File: src/rtl/swb_pkg.sv
package swb_pkg;
  typedef enum logic [1:0] {OP_TX, OP_RX, OP_BRK} op_e;

  localparam logic [4:0] A_REV = 5'h00;
  localparam logic [4:0] A_TXD = 5'h04;
  localparam logic [4:0] A_RXD = 5'h08;
  localparam logic [4:0] A_CTL = 5'h0C;
  localparam logic [4:0] A_FLG = 5'h10;
  localparam logic [4:0] A_CFG = 5'h14;
  localparam logic [4:0] A_STS = 5'h18;

  localparam int CB_MODE  = 0;
  localparam int CB_DIR   = 1;
  localparam int CB_INIT  = 2;
  localparam int CB_GO    = 4;
  localparam int CB_CLKEN = 5;
  localparam int CB_IEN   = 6;
  localparam logic [7:0] CTL_MASK = 8'h77;

  localparam int FB_TMO = 0;
  localparam int FB_RXC = 1;
  localparam int FB_TXC = 2;

  function automatic int unsigned to_cycles(int unsigned units, int unsigned div);
    return units * div;
  endfunction

  function automatic int unsigned cmax(int unsigned a, int unsigned b);
    return (a > b) ? a : b;
  endfunction
endpackage

File: src/rtl/swb_sync.sv
module swb_sync (
  input  logic clk,
  input  logic rst_n,
  input  logic line_in,
  output logic lvl,
  output logic fall
);
  logic s0, s1, s2;

  always_ff @(posedge clk or negedge rst_n) begin
    if (!rst_n) begin
      s0 <= 1'b1;
      s1 <= 1'b1;
      s2 <= 1'b1;
    end else begin
      s0 <= line_in;
      s1 <= s0;
      s2 <= s1;
    end
  end

  assign lvl  = s1;
  assign fall = s2 & ~s1;
endmodule

File: src/rtl/swb_engine.sv
module swb_engine import swb_pkg::*; #(
  parameter int unsigned CLK_DIV   = 100,
  parameter int unsigned SLOT_U    = 190,
  parameter int unsigned ONE_U     = 32,
  parameter int unsigned ZERO_U    = 100,
  parameter int unsigned BRK_U     = 190,
  parameter int unsigned REC_U     = 40,
  parameter int unsigned SMP_U     = 65,
  parameter int unsigned TMO_SLOTS = 4
) (
  input  logic       clk,
  input  logic       rst_n,
  input  logic       abort,
  input  logic       start,
  input  op_e        op,
  input  logic [7:0] tx_byte,
  input  logic       lvl,
  input  logic       fall,
  output logic       line_oe,
  output logic       ev_txc,
  output logic       ev_rxc,
  output logic       ev_tmo,
  output logic [7:0] rx_next
);
  localparam int unsigned SLOT_C = to_cycles(SLOT_U, CLK_DIV);
  localparam int unsigned ONE_C  = to_cycles(ONE_U, CLK_DIV);
  localparam int unsigned ZERO_C = to_cycles(ZERO_U, CLK_DIV);
  localparam int unsigned BRK_C  = to_cycles(BRK_U, CLK_DIV);
  localparam int unsigned REC_C  = to_cycles(REC_U, CLK_DIV);
  localparam int unsigned SMP_C  = to_cycles(SMP_U, CLK_DIV);
  localparam int unsigned TMO_C  = TMO_SLOTS * SLOT_C;
  localparam int unsigned MAX_C  = cmax(cmax(TMO_C, SLOT_C), cmax(BRK_C, REC_C));
  localparam int CW = $clog2(MAX_C + 1);

  typedef enum logic [2:0] {S_IDLE, S_TX, S_BLO, S_BREC, S_RWAIT, S_RBIT} st_e;

  st_e           st;
  logic [CW-1:0] cnt, lim;
  logic [2:0]    bidx;
  logic [7:0]    sh;
  logic          cnt_end, smp_now, last_bit;

  always_comb begin
    case (st)
      S_BLO:   lim = CW'(BRK_C);
      S_BREC:  lim = CW'(REC_C);
      S_RWAIT: lim = CW'(TMO_C);
      S_RBIT:  lim = CW'(SMP_C);
      default: lim = CW'(SLOT_C);
    endcase
  end

  assign cnt_end  = (cnt == lim - CW'(1));
  assign smp_now  = (st == S_RBIT) && cnt_end;
  assign last_bit = (bidx == 3'd7);
  assign rx_next  = {lvl, sh[7:1]};

  assign ev_txc = (st == S_TX) && cnt_end && last_bit;
  assign ev_rxc = smp_now && last_bit;
  assign ev_tmo = ((st == S_BREC) && cnt_end) || ((st == S_RWAIT) && cnt_end && !fall);

  always_comb begin
    case (st)
      S_TX:    line_oe = (cnt < (sh[0] ? CW'(ONE_C) : CW'(ZERO_C)));
      S_BLO:   line_oe = 1'b1;
      default: line_oe = 1'b0;
    endcase
  end

  always_ff @(posedge clk or negedge rst_n) begin
    if (!rst_n) begin
      st   <= S_IDLE;
      cnt  <= '0;
      bidx <= '0;
      sh   <= '0;
    end else if (abort) begin
      st  <= S_IDLE;
      cnt <= '0;
    end else begin
      case (st)
        S_IDLE: if (start) begin
          cnt  <= '0;
          bidx <= '0;
          case (op)
            OP_TX:   begin sh <= tx_byte; st <= S_TX; end
            OP_RX:   st <= S_RWAIT;
            default: st <= S_BLO;
          endcase
        end
        S_TX: if (cnt_end) begin
          cnt  <= '0;
          sh   <= {1'b0, sh[7:1]};
          bidx <= bidx + 3'd1;
          if (last_bit) st <= S_IDLE;
        end else cnt <= cnt + CW'(1);
        S_BLO: if (cnt_end) begin
          cnt <= '0;
          st  <= S_BREC;
        end else cnt <= cnt + CW'(1);
        S_BREC: if (cnt_end) begin
          cnt <= '0;
          st  <= S_IDLE;
        end else cnt <= cnt + CW'(1);
        S_RWAIT: if (fall) begin
          cnt <= '0;
          st  <= S_RBIT;
        end else if (cnt_end) begin
          cnt <= '0;
          st  <= S_IDLE;
        end else cnt <= cnt + CW'(1);
        S_RBIT: if (smp_now) begin
          cnt  <= '0;
          sh   <= rx_next;
          bidx <= bidx + 3'd1;
          st   <= last_bit ? S_IDLE : S_RWAIT;
        end else cnt <= cnt + CW'(1);
        default: st <= S_IDLE;
      endcase
    end
  end
endmodule

File: src/rtl/swb_master.sv
module swb_master import swb_pkg::*; #(
  parameter int unsigned CLK_DIV   = 100,
  parameter int unsigned SLOT_U    = 190,
  parameter int unsigned ONE_U     = 32,
  parameter int unsigned ZERO_U    = 100,
  parameter int unsigned BRK_U     = 190,
  parameter int unsigned REC_U     = 40,
  parameter int unsigned SMP_U     = 65,
  parameter int unsigned TMO_SLOTS = 4,
  parameter int unsigned SRST_CYC  = 4,
  parameter logic [3:0]  REV_MAJOR = 4'd2,
  parameter logic [3:0]  REV_MINOR = 4'd1
) (
  input  logic       clk,
  input  logic       rst_n,
  input  logic [4:0] reg_addr,
  input  logic       reg_wr,
  input  logic [7:0] reg_wdata,
  input  logic       reg_rd,
  output logic [7:0] reg_rdata,
  input  logic       line_in,
  output logic       line_oe,
  output logic       irq
);
  localparam int SW = $clog2(SRST_CYC + 1);

  logic [7:0]    tx_q, rx_q, ctl_q;
  logic [2:0]    flg_q;
  logic          aidle_q;
  logic [SW-1:0] srst_cnt;

  logic srst_busy, srst_req, wr_ctl, start, rd_clear, eng_done;
  logic lvl, fall, ev_txc, ev_rxc, ev_tmo;
  logic [7:0] rx_next;
  op_e op;

  // named events for the checker
  logic go_w, dir_w, init_w, ien_w;
  assign go_w   = ctl_q[CB_GO];
  assign dir_w  = ctl_q[CB_DIR];
  assign init_w = ctl_q[CB_INIT];
  assign ien_w  = ctl_q[CB_IEN];

  assign srst_busy = (srst_cnt != '0);
  assign srst_req  = reg_wr && (reg_addr == A_CFG) && reg_wdata[1] && !srst_busy;
  assign wr_ctl    = reg_wr && (reg_addr == A_CTL) && !go_w && !srst_busy;
  assign start     = wr_ctl && reg_wdata[CB_GO];
  assign op        = reg_wdata[CB_INIT] ? OP_BRK : (reg_wdata[CB_DIR] ? OP_RX : OP_TX);
  assign rd_clear  = reg_rd && (reg_addr == A_FLG);
  assign eng_done  = ev_txc | ev_rxc | ev_tmo;

  swb_sync u_sync (
    .clk(clk), .rst_n(rst_n), .line_in(line_in), .lvl(lvl), .fall(fall)
  );

  swb_engine #(
    .CLK_DIV(CLK_DIV), .SLOT_U(SLOT_U), .ONE_U(ONE_U), .ZERO_U(ZERO_U),
    .BRK_U(BRK_U), .REC_U(REC_U), .SMP_U(SMP_U), .TMO_SLOTS(TMO_SLOTS)
  ) u_eng (
    .clk(clk), .rst_n(rst_n), .abort(srst_req | srst_busy), .start(start),
    .op(op), .tx_byte(tx_q), .lvl(lvl), .fall(fall), .line_oe(line_oe),
    .ev_txc(ev_txc), .ev_rxc(ev_rxc), .ev_tmo(ev_tmo), .rx_next(rx_next)
  );

  always_ff @(posedge clk or negedge rst_n) begin
    if (!rst_n) begin
      tx_q     <= '0;
      rx_q     <= '0;
      ctl_q    <= '0;
      flg_q    <= '0;
      aidle_q  <= 1'b0;
      srst_cnt <= '0;
    end else if (srst_req || srst_busy) begin
      tx_q     <= '0;
      rx_q     <= '0;
      ctl_q    <= '0;
      flg_q    <= '0;
      aidle_q  <= 1'b0;
      srst_cnt <= srst_req ? SW'(SRST_CYC) : srst_cnt - SW'(1);
    end else begin
      if (reg_wr && (reg_addr == A_TXD) && !go_w) tx_q <= reg_wdata;
      if (reg_wr && (reg_addr == A_CFG)) aidle_q <= reg_wdata[0];
      if (wr_ctl) ctl_q <= reg_wdata & CTL_MASK;
      else if (eng_done) begin
        ctl_q[CB_GO]   <= 1'b0;
        ctl_q[CB_INIT] <= 1'b0;
      end
      if (ev_rxc) rx_q <= rx_next;
      flg_q <= (rd_clear ? 3'b000 : flg_q) | {ev_txc, ev_rxc, ev_tmo};
    end
  end

  always_comb begin
    case (reg_addr)
      A_REV:   reg_rdata = {REV_MAJOR, REV_MINOR};
      A_TXD:   reg_rdata = tx_q;
      A_RXD:   reg_rdata = rx_q;
      A_CTL:   reg_rdata = ctl_q;
      A_FLG:   reg_rdata = {5'b0, flg_q};
      A_CFG:   reg_rdata = {6'b0, srst_busy, aidle_q};
      A_STS:   reg_rdata = {7'b0, !srst_busy};
      default: reg_rdata = 8'h00;
    endcase
  end

  assign irq = ien_w & (|flg_q);
endmodule

File: config.mk
export PLATFORM = sky130hd
export DESIGN_NAME = swb_master
export DESIGN_NICKNAME = d
export VERILOG_FILES = /design/src/rtl/swb_pkg.sv /design/src/rtl/swb_sync.sv /design/src/rtl/swb_engine.sv /design/src/rtl/swb_master.sv
export SDC_FILE = /design/constraint.sdc
export NUM_CORES = 1
export LEC_CHECK = 0
export BUFFER_PORTS_ARGS = -buffer_cell sky130_fd_sc_hd__buf_2
export CAP_MARGIN = 20
export CORE_ASPECT_RATIO = 1.1
export CORE_MARGIN = 5
export CORE_UTILIZATION = 55
export CTS_CLUSTER_DIAMETER = 150
export DETAILED_ROUTE_END_ITERATION = 6
export PLACE_DENSITY = 0.76
export SETUP_SLACK_MARGIN = 0.05
export SLEW_MARGIN = 20
export SYNTH_ARGS = -nofsm -noshare
export SYNTH_HDL_FRONTEND = slang
export SYNTH_SLANG_ARGS = --single-unit
File: constraint.sdc
create_clock -name clk -period 4.62 [get_ports clk]
set_input_delay 0.231 -clock clk [delete_from_list [all_inputs] [get_ports clk]]
set_output_delay 0.231 -clock clk [all_outputs]
set_load 0.005 [all_outputs]
==> impl_metrics.toml <==
[status]
outcome = "complete, no violations"

[global_routing]
grt_pass1_wl_mm = 16.9
grt_util_all_layers_pct = 22.8
first_global_vias = 3426
grt_start_max_net_pins = 64
antenna_found_initial = 0
grt-ovfl-total = 0

[power_and_ir_drop]
cell_internal_pwr_mw = 0.870
comb_power_share_pct = 13.9
leakagePower_nw = 1.90
p_switching_mw = 0.352
p_seq_share_pct = 47.4
p_clk_share_pct = 38.7
switching_share_pct = 28.8
power_density_nw_per_um2 = 278
ir_worst_vdd_uv = 141

[logic_synthesis]
synth_seq_area_share_pct = 38.9
synth_fp_nets = 485
ys_seq_elements = 63
ys.flop_type = "dfrtp_1"
synthArstFlopShare_pct = 100
netlist_instances = 457
postSynthAreaPerCell_um2 = 8.88
syn_area_um2 = 4060
synth_edf_count = 0
synth_warnings = 0
synth_cell_type_count = 63

[clock_tree]
h-tree-depth = 3
path_clk_slew_ns = 0.07
cts_root_buf = "clkbuf_8"
post_cts_buffers = 0
postCtsHoldBufs = 1
cts_tree = "built"
cts_buffer_depth = 2
cts_buffers = 9
cts_resized = 0
clk_latency_ns = 0.35
clock-sinks = 63

[timing]
maxSlewViolCount = 0
tightest_slew_ns = 0.819
setup_viol = 0
fin_crit_ns = 3.58
rsz0062_at_grt = "false"
finClkSkew_ns = 0.00951
hold_viol = 0
slew_headroom_pct = 45.3
fin_crit_sh_pct = 77.4
setup_tns_ns = 0
fmax_ghz = 0.280

[layout]
n_fill_cell = 612
syn2layout_area_growth_pct = 8.26
drive_above_1_share_pct = 14.4
post-route-util_pct = 62.0
seq_area_um2 = 1580
fin_nets = 496
multi_input_area_um2 = 2290
n_antenna_cell = 0

[placement]
port-buffer-count = 27
gp_congestion = 0.919
hpwl_mm = 6.96

[setup_path]
cp.required_ns = 4.86
end_kind = "flop"
crit_fanout = 38
critPathMaxStageDelay_ns = 0.80
startpoint = "u_eng.st[0]"
critical_path_class = "reg2reg"
start_kind = "flop"
crit_chain = "and2b_1 > nand2_1 > or3_1 > a211o_1 > nor3_4 > buf_4 > o211a_1 > mux2_4"
r2r_start = "u_eng.st[0]"
cp_data_arrival_time_ns = 3.81
slowest_stage = "dfrtp_1"

[floorplan]
core.rowCount = 32
initial_core_util_pct = 57.3
die_width_um = 91.9
die_h_um = 100
die_area_um2 = 9200
io_pins = 28
core_region_area_um2 = 7090

[run]
maxCapViolCount = 0

[drt]
drtIter0Drc = 356
ant_nets = 0
vias = 3488
post_drt_wl_per_cell_um = 17.7
avgViaCountPerCell = 6.25
drt-pass1-iter-count = 5
drc = 0
drt_wl_total_mm = 9.86

[hold_path]
min_path_type = "in2async"
metal layers:
metal	vias up	part of all wire, %	global-route usage, %
met4	0	1.3	6.97
met1	1679	44	29.7
met5	-	0	0
met2	113	49	37.6
met3	13	5.9	5.62
li1	1683	-	-
cells by family after synthesis:
kind of cell	Yosys count	share of synthesized area, %
multiplexers	40	10.9
flip-flops	63	38.9
adder cells (fa/ha/maj)	10	3.08
AND/OR/NAND/NOR	193	23.3
buffers and inverters	45	4.84
XOR/XNOR	4	0.864
AO/OA/AOI/OAI	102	18.2
through the flow:
step | hold slack (ns) | area, um2 | std cells | power [mW] | worst slack, ns
global route | 0.125 | 4390 | 558 | 1.29 | 0.865
CTS | 0.0802 | 4390 | 558 | 1.23 | 1.11
finish | 0.0346 | 4390 | 558 | 1.22 | 1.04
floorplan | -0.0646 | 4060 | 457 | 0.700 | 2.29
global placement | 0.337 | 4190 | 541 | 0.751 | 1.21
detailed placement | 0.337 | 4190 | 541 | 0.759 | 1.12
worst max-delay path, delay by kind of cell, from the launching register on:
kind            cells  cell delay [ns]
compound gates      2             0.83
buf+inv             1             0.37
flops               1             0.80
mux                 1             0.34
simple gates        4             1.11
synthesized netlist by cell type, drive strengths merged, types with 3 or more instances:
library cell	count	area share [%]
dfrtp	60	37
nor2	57	5.3
nand2	53	4.9
mux2i	29	7.2
o21ai	20	2.6
clkbuf	17	1.6
a21oi	16	2.0
buf	15	2.1
inv	13	1.2
nor3	13	1.7
mux2	11	3.7
nand3	11	1.4
nor2b	11	1.7
ha	10	3.1
o21a	10	1.9
nand2b	9	1.4
nor4	9	1.8
and3	7	1.1
o311ai	7	1.5
a22oi	6	1.1
nor3b	6	1.1
a22o	5	1.1
o31ai	5	0.93
a211oi	4	0.74
o32ai	4	1.0
or3	4	0.62
dfstp	3	1.9
nand3b	3	0.56
o22a	3	0.65
o22ai	3	0.46
o31a	3	0.65
state kept, by name, indices dropped and copies added (netlist names):
register,flops
ctl_q,6
u_eng.bidx,3
flg_q,3
srst_cnt,3
rx_q,8
u_eng.sh,8
u_sync.lvl,1
u_eng.st,3
u_sync.s2,1
u_eng.cnt,17
tx_q,8
u_sync.s0,1
aidle_q,1
cell usage in the layout (no fill, tap or decap), types with 7 or more instances in the layout:
| master | n |
|---|---|
| and3_1 | 7 |
| o21ai_0 | 19 |
| nand2_1 | 53 |
| buf_2 | 27 |
| mux2i_1 | 29 |
| nand3_1 | 11 |
| o311ai_0 | 7 |
| nor2b_1 | 11 |
| a21oi_1 | 16 |
| o21a_1 | 10 |
| nor3_1 | 12 |
| inv_1 | 12 |
| clkbuf_8 | 9 |
| nor4_1 | 7 |
| mux2_4 | 7 |
| dfrtp_1 | 60 |
| nor2_1 | 57 |
| ha_1 | 10 |
| nand2b_1 | 9 |
final timing paths:
| check | endpoint | slack, ns | cells past startpoint |
|---|---|---|---|
| worst min-delay path | flg_q[2] | 0.03 | 2 |
| worst max-delay path | u_eng.sh[5] | 1.04 | 8 |
| worst min register to register | u_sync.lvl | 0.36 | 0 |
| worst max register to register | u_eng.sh[5] | 1.04 | 8 |
| min in group clk | tx_q[3] | 0.14 | 3 |
| max in group asynchronous | u_eng.cnt[9] | 4.04 | 2 |
power groups by stage:
stage	Sequential, mW	Clock, mW	Combinational, mW
2_1_floorplan	0.587	0	0.114
3_3_place_gp	0.588	0	0.162
3_5_place_dp	0.589	0	0.170
4_1_cts	0.579	0.483	0.171
5_1_grt	0.581	0.513	0.194
6_report	0.579	0.473	0.170
cell type report:
class | instances | area share [%]
repair buffers | 32 | 3.99
flip-flops and latches | 63 | 36.0
inverters | 13 | 1.11
well taps | 85 | 2.42
multi-input cells | 349 | 52.2
clock inverters | 6 | 1.40
clock buffers | 10 | 2.91
Note: power is estimated with default switching activity, not from simulation.
